## config.mk

```make
export PLATFORM = sky130hd
export DESIGN_NAME = insn_reg_decoder
export DESIGN_NICKNAME = d
export VERILOG_FILES = /design/src/rtl/rdec_pkg.sv /design/src/rtl/rdec_byte_class.sv /design/src/rtl/rdec_prefix_reg.sv /design/src/rtl/rdec_operand_build.sv /design/src/rtl/insn_reg_decoder.sv
export SDC_FILE = /design/constraint.sdc
export NUM_CORES = 1
export LEC_CHECK = 0
export BUFFER_PORTS_ARGS = -buffer_cell sky130_fd_sc_hd__buf_2
export CAP_MARGIN = 20
export CORE_ASPECT_RATIO = 0.8
export CORE_MARGIN = 2
export CORE_UTILIZATION = 53
export DETAILED_ROUTE_END_ITERATION = 6
export GPL_TIMING_DRIVEN = 0
export PLACE_DENSITY = 0.78
export SLEW_MARGIN = 5
export SYNTH_ARGS = -nofsm -noshare
export SYNTH_HDL_FRONTEND = slang
export SYNTH_SLANG_ARGS = --single-unit
```

## constraint.sdc

```tcl
create_clock -name clk -period 2.9 [get_ports clk]
set_clock_uncertainty 0.15 [all_clocks]
set_input_delay 0 -clock clk [delete_from_list [all_inputs] [get_ports clk]]
set_output_delay 0 -clock clk [all_outputs]
set_load 0.01 [all_outputs]
```

## src/rtl/rdec_pkg.sv

```systemverilog
package rdec_pkg;
  localparam int unsigned BYTE_W  = 8;
  localparam int unsigned FIELD_W = 3;
  localparam int unsigned REG_W   = FIELD_W + 1;
  localparam int unsigned REXB_W  = 4;

  typedef logic [BYTE_W-1:0] byte_t;
  typedef logic [REG_W-1:0]  regn_t;

  typedef enum logic [1:0] {OP_NONE = 2'd0, OP_MOV = 2'd1, OP_LEA = 2'd2, OP_PUSH = 2'd3} op_e;
  typedef enum logic [1:0] {OSZ_16 = 2'd0, OSZ_32 = 2'd1, OSZ_64 = 2'd2} osz_e;
  typedef enum logic [2:0] {
    BK_OPSZ, BK_ADSZ, BK_REX, BK_PUSH, BK_MOV, BK_LEA, BK_OTHER
  } bkind_e;

  typedef struct packed {
    logic opsz;
    logic adsz;
    logic rex_v;
    logic w;
    logic r;
    logic x;
    logic b;
  } pfx_t;

  typedef struct packed {
    op_e   op;
    osz_e  osz;
    logic  addr64;
    regn_t dst;
    regn_t src;
    logic  src_mem;
    logic  illegal;
    logic  rex_seen;
  } result_t;
endpackage

```

## src/rtl/rdec_byte_class.sv

```systemverilog
module rdec_byte_class
  import rdec_pkg::*;
(
  input  byte_t  b,
  output bkind_e kind
);
  always_comb begin
    casez (b)
      8'h66:        kind = BK_OPSZ;
      8'h67:        kind = BK_ADSZ;
      8'b0100_????: kind = BK_REX;
      8'b0101_0???: kind = BK_PUSH;
      8'h89:        kind = BK_MOV;
      8'h8D:        kind = BK_LEA;
      default:      kind = BK_OTHER;
    endcase
  end
endmodule

```

## src/rtl/rdec_prefix_reg.sv

```systemverilog
module rdec_prefix_reg
  import rdec_pkg::*;
(
  input  logic   clk,
  input  logic   rst,
  input  logic   take,
  input  logic   clr,
  input  bkind_e kind,
  input  byte_t  b,
  output pfx_t   pfx
);
  always_ff @(posedge clk) begin
    if (rst || clr) begin
      pfx <= '0;
    end else if (take) begin
      case (kind)
        BK_OPSZ: begin
          pfx.opsz  <= 1'b1;
          pfx.rex_v <= 1'b0;
          pfx.w     <= 1'b0;
          pfx.r     <= 1'b0;
          pfx.x     <= 1'b0;
          pfx.b     <= 1'b0;
        end
        BK_ADSZ: begin
          pfx.adsz  <= 1'b1;
          pfx.rex_v <= 1'b0;
          pfx.w     <= 1'b0;
          pfx.r     <= 1'b0;
          pfx.x     <= 1'b0;
          pfx.b     <= 1'b0;
        end
        BK_REX: begin
          pfx.rex_v <= 1'b1;
          {pfx.w, pfx.r, pfx.x, pfx.b} <= b[REXB_W-1:0];
        end
        default: ;
      endcase
    end
  end
endmodule

```

## src/rtl/rdec_operand_build.sv

```systemverilog
module rdec_operand_build
  import rdec_pkg::*;
(
  input  op_e     op,
  input  byte_t   b,
  input  pfx_t    pfx,
  output result_t res
);
  logic [1:0]         mod_f;
  logic [FIELD_W-1:0] reg_f;
  logic [FIELD_W-1:0] rm_f;
  osz_e               data_sz;

  assign mod_f = b[7:6];
  assign reg_f = b[5:3];
  assign rm_f  = b[FIELD_W-1:0];

  always_comb begin
    if (pfx.w)         data_sz = OSZ_64;
    else if (pfx.opsz) data_sz = OSZ_16;
    else               data_sz = OSZ_32;
  end

  always_comb begin
    res          = '0;
    res.op       = op;
    res.osz      = data_sz;
    res.addr64   = ~pfx.adsz;
    res.rex_seen = pfx.rex_v;
    case (op)
      OP_MOV: begin
        res.src     = {pfx.r, reg_f};
        res.dst     = {pfx.b, rm_f};
        res.illegal = (mod_f != 2'b11);
      end
      OP_LEA: begin
        res.dst     = {pfx.r, reg_f};
        res.src     = {pfx.b, rm_f};
        res.src_mem = 1'b1;
        res.illegal = (mod_f != 2'b00) || (rm_f == 3'd4) || (rm_f == 3'd5);
      end
      OP_PUSH: begin
        res.osz = OSZ_64;
        res.src = {pfx.b, rm_f};
      end
      default: res.illegal = 1'b1;
    endcase
  end
endmodule

```

## src/rtl/insn_reg_decoder.sv

```systemverilog
module insn_reg_decoder
  import rdec_pkg::*;
(
  input  logic             clk,
  input  logic             rst,
  input  logic             in_valid,
  input  logic [BYTE_W-1:0] in_byte,
  output logic             in_ready,
  output logic             dec_valid,
  output logic [1:0]       dec_op,
  output logic [1:0]       dec_osize,
  output logic             dec_addr64,
  output logic [REG_W-1:0] dec_dst,
  output logic [REG_W-1:0] dec_src,
  output logic             dec_src_mem,
  output logic             dec_illegal,
  output logic             dec_rex
);
  typedef enum logic {PH_PREFIX, PH_MODRM} phase_e;

  phase_e  phase_q;
  op_e     op_q;
  logic    ready_q;
  logic    valid_q;
  result_t res_q;
  bkind_e  kind;
  pfx_t    pfx;
  result_t res;
  op_e     build_op;
  logic    acc;
  logic    in_pfx;
  logic    is_prefix;
  logic    start_modrm;
  logic    emit;

  assign acc         = in_valid && ready_q;
  assign in_pfx      = (phase_q == PH_PREFIX);
  assign is_prefix   = (kind == BK_OPSZ) || (kind == BK_ADSZ) || (kind == BK_REX);
  assign start_modrm = acc && in_pfx && ((kind == BK_MOV) || (kind == BK_LEA));
  assign emit        = acc && (!in_pfx || (kind == BK_PUSH) || (kind == BK_OTHER));

  always_comb begin
    if (!in_pfx)              build_op = op_q;
    else if (kind == BK_PUSH) build_op = OP_PUSH;
    else                      build_op = OP_NONE;
  end

  rdec_byte_class u_class (
    .b    (in_byte),
    .kind (kind)
  );

  rdec_prefix_reg u_pfx (
    .clk  (clk),
    .rst  (rst),
    .take (acc && in_pfx && is_prefix),
    .clr  (emit),
    .kind (kind),
    .b    (in_byte),
    .pfx  (pfx)
  );

  rdec_operand_build u_build (
    .op  (build_op),
    .b   (in_byte),
    .pfx (pfx),
    .res (res)
  );

  always_ff @(posedge clk) begin
    if (rst) begin
      ready_q <= 1'b0;
      phase_q <= PH_PREFIX;
      op_q    <= OP_NONE;
      valid_q <= 1'b0;
      res_q   <= '0;
    end else begin
      ready_q <= 1'b1;
      valid_q <= emit;
      if (emit) res_q <= res;
      if (start_modrm) begin
        phase_q <= PH_MODRM;
        op_q    <= (kind == BK_MOV) ? OP_MOV : OP_LEA;
      end else if (acc && !in_pfx) begin
        phase_q <= PH_PREFIX;
      end
    end
  end

  assign in_ready    = ready_q;
  assign dec_valid   = valid_q;
  assign dec_op      = res_q.op;
  assign dec_osize   = res_q.osz;
  assign dec_addr64  = res_q.addr64;
  assign dec_dst     = res_q.dst;
  assign dec_src     = res_q.src;
  assign dec_src_mem = res_q.src_mem;
  assign dec_illegal = res_q.illegal;
  assign dec_rex     = res_q.rex_seen;
endmodule

```

==> impl_metrics.py <==
metrics = {
    "sta": {
        "maxSlewHeadroom": 0.626,
        "tns_ns": 0,
        "grt_setup_unrepaired": "no",
        "setup_viol": 0,
        "min_period_ns": 2.63,
        "fmax_mhz": 380,
        "slew_violations": 0,
        "finalCritPeriodShare": 0.907,
        "worstMarginPinSlew_ns": 0.547,
        "hold_viol_final": 0,
    },
    "drt": {
        "vias": 1300,
        "ant_nets": 0,
        "routed_wirelength_um": 3240,
        "via_per_inst": 5.75,
        "dr.pass1.iters": 4,
        "drcViolationCount": 0,
        "routedWlPerCell_um": 14.3,
        "drt_iter0_drc": 56,
    },
    "grt": {
        "grt_remaining_overflow": 0,
        "grt_max_degree": 15,
        "gr-usage-all-layers": 0.245,
        "first_global_vias": 1264,
        "grt_pass1_wl_um": 5580,
        "antenna_found_initial": 0,
    },
    "synthesis": {
        "async_flop_share": 0,
        "synth_top_area_frac": 0.392,
        "ys_ff_latch": 27,
        "synth_edf_count": 0,
        "synth_cells": 154,
        "synth.distinct_cells": 37,
        "synthFlopType": "dfxtp_1",
        "synth_nets": 170,
        "yosys.area.top_type": "dfxtp_1",
        "netlist_area_um2": 1380,
        "synth_sequential_area_ratio": 0.392,
        "avgSynthCellArea_um2": 8.95,
        "ys_warn_count": 0,
        "synth_area_leaders": "dfxtp_1 39%, mux2i_1 8.7%, nor2_1 5.4%",
    },
    "finish": {
        "diodes": 0,
        "fin_nets": 207,
        "drive_above_1_share": 0.211,
        "layout_common_cells": "29 x buf_2, 27 x dfxtp_1, 20 x nor2_1",
        "layout_commonest_cell": "buf_2",
        "fillCellCount": 220,
        "multi_input_area_um2": 767,
        "ff_latch_area_um2": 541,
        "syn_to_final_growth_pct": 19.0,
    },
    "pwr": {
        "p_per_area_nw_per_um2": 386,
        "ir_drop_mv": 0.292,
        "leakage_nw": 0.648,
        "p_total_uw": 633,
    },
    "die": {
        "dieArea_um2": 3030,
        "core_um2": 2460,
        "start_util": 0.560,
        "rows": 16,
        "pin_count": 29,
        "dieHeight_um": 49.6,
        "die_w_um": 61.0,
    },
    "critical_path": {
        "crit_path_cell_trace": "dlygate4sd3_1 > buf_2 > or4b_1 > o21bai_1 > o22ai_1 > buf_4 > buf_2 > a211oi_1 > dlygate4sd3_1",
        "startpoint_type": "input port",
        "arrival_ns": 2.76,
        "cp_slowest_cell": "dlygate4sd3_1",
        "critical_path_class": "in -> reg",
        "end_kind": "flip-flop",
        "worst_path_largest_cell_delay_ns": 0.60,
        "cp_top_family": "buffers and inverters",
        "required_ns": 3.03,
        "critical_path_buf_inv_count": 5,
        "cp_max_fo": 10,
    },
    "run_status": {
        "status": "complete, no violations",
    },
    "clock_network": {
        "max-clock-path-buffers": 2,
        "cts_tree": "built",
        "ctsHoldBuffers": 6,
        "clock_sink_count": 27,
        "clk_pin_slew_ns": 0.13,
        "insertion_delay_ns": 0.33,
        "htreeDepth": 1,
        "postCtsSetupBuffers": 0,
        "root_buffer": "clkbuf_4",
        "cts_resized": 0,
        "cts_buffers": 3,
    },
    "place": {
        "gp_congestion": 0.904,
        "dp_hpwl_um": 2340,
        "port_buffers": 26,
    },
    "flow_run": {
        "cap_violations": 0,
    },
    "hold_path": {
        "min_path_type": "in -> reg",
    },
}
sequential cells by signal, indices dropped and copies added, names as in the netlist, 2 cells and up:
name and cells:
dec_op 2, dec_src 4, dec_dst 4, op_q 2, u_pfx.pfx 6, dec_osize 2
final cells by class:
type	count	area share
multi-input combinational	111	0.468
buffer	10	0.0297
clock buffer	4	0.0160
sequential	27	0.330
tap	36	0.0275
timing repair buffer	32	0.116
inverter	6	0.0137
layer usage:
layer	wire, um	track usage	up-vias
met3	254	0.0577	5
li1	-	-	635
met5	0	0	-
met4	34	0.0725	0
met2	1560	0.401	59
met1	1390	0.316	601
logic make-up (layout without fill, tap and decap cells):
kind of cell             Yosys count  count (layout)  synth area share
multiplexers                      12              12            0.0871
AO/OA/AOI/OAI                     39              39             0.216
adder cells (fa/ha/maj)            5               5            0.0454
buffers and inverters             16              52            0.0517
flip-flops                        27              27             0.392
AND/OR/NAND/NOR                   55              55             0.208
worst reg2reg max path: cells and delay by family, from the launching register on:
| kind | cells | cell delay, ns |
|---|---|---|
| buffers and inverters | 2 | 0.37 |
| AND/OR/NAND/NOR | 2 | 0.17 |
| flip-flops | 1 | 0.44 |
| adder cells (fa/ha/maj) | 1 | 0.20 |
| AO/OA/AOI/OAI | 4 | 1.15 |
synth_stat cells, types with 2 or more instances:
| cell | instances |
|---|---|
| a2111oi_0 | 2 |
| a211oi_1 | 5 |
| a211oi_2 | 2 |
| a21oi_1 | 7 |
| a22oi_1 | 8 |
| a32oi_1 | 4 |
| buf_2 | 3 |
| buf_4 | 2 |
| clkbuf_1 | 5 |
| dfxtp_1 | 27 |
| ha_1 | 5 |
| inv_1 | 6 |
| mux2i_1 | 12 |
| nand2_1 | 9 |
| nand2b_1 | 4 |
| nand3b_1 | 5 |
| nor2_1 | 20 |
| nor3_1 | 7 |
| o21ai_0 | 2 |
| o21bai_1 | 2 |
worst paths after layout:
path / start / end / slack [ns] / depth (start not counted)
worst min-delay path: in_byte[3] / dec_src[0] / 0.01 / 3
worst max register to register: phase_q / dec_illegal / 0.31 / 9
worst max-delay path: in_byte[1] / u_pfx.pfx[3] / 0.27 / 9
worst min register to register: dec_src[3] / dec_src[3] / 0.31 / 2
power breakdown:
part | total (mW) | internal (mW) | leakage [nW] | switching (mW)
logic | 0.0919 | 0.0371 | 0.414 | 0.0547
clock network | 0.159 | 0.0540 | 0.0150 | 0.105
registers | 0.382 | 0.379 | 0.219 | 0.00363
total | 0.633 | 0.470 | 0.648 | 0.163
per-stage QoR:
stage	hold WS [ns]	util	instances	setup slack, ns	area, um^2
final	0.0122	0.666	226	0.270	1640
after global routing	0.0284	0.666	226	0.00548	1640
after detailed placement	0.104	0.631	216	0.328	1550
after CTS	0.00160	0.666	226	0.352	1640
after floorplan	-0.0715	-	154	0.727	1380
after global placement	0.0932	0.631	216	0.383	1550
(Power assumes the default switching activity.)
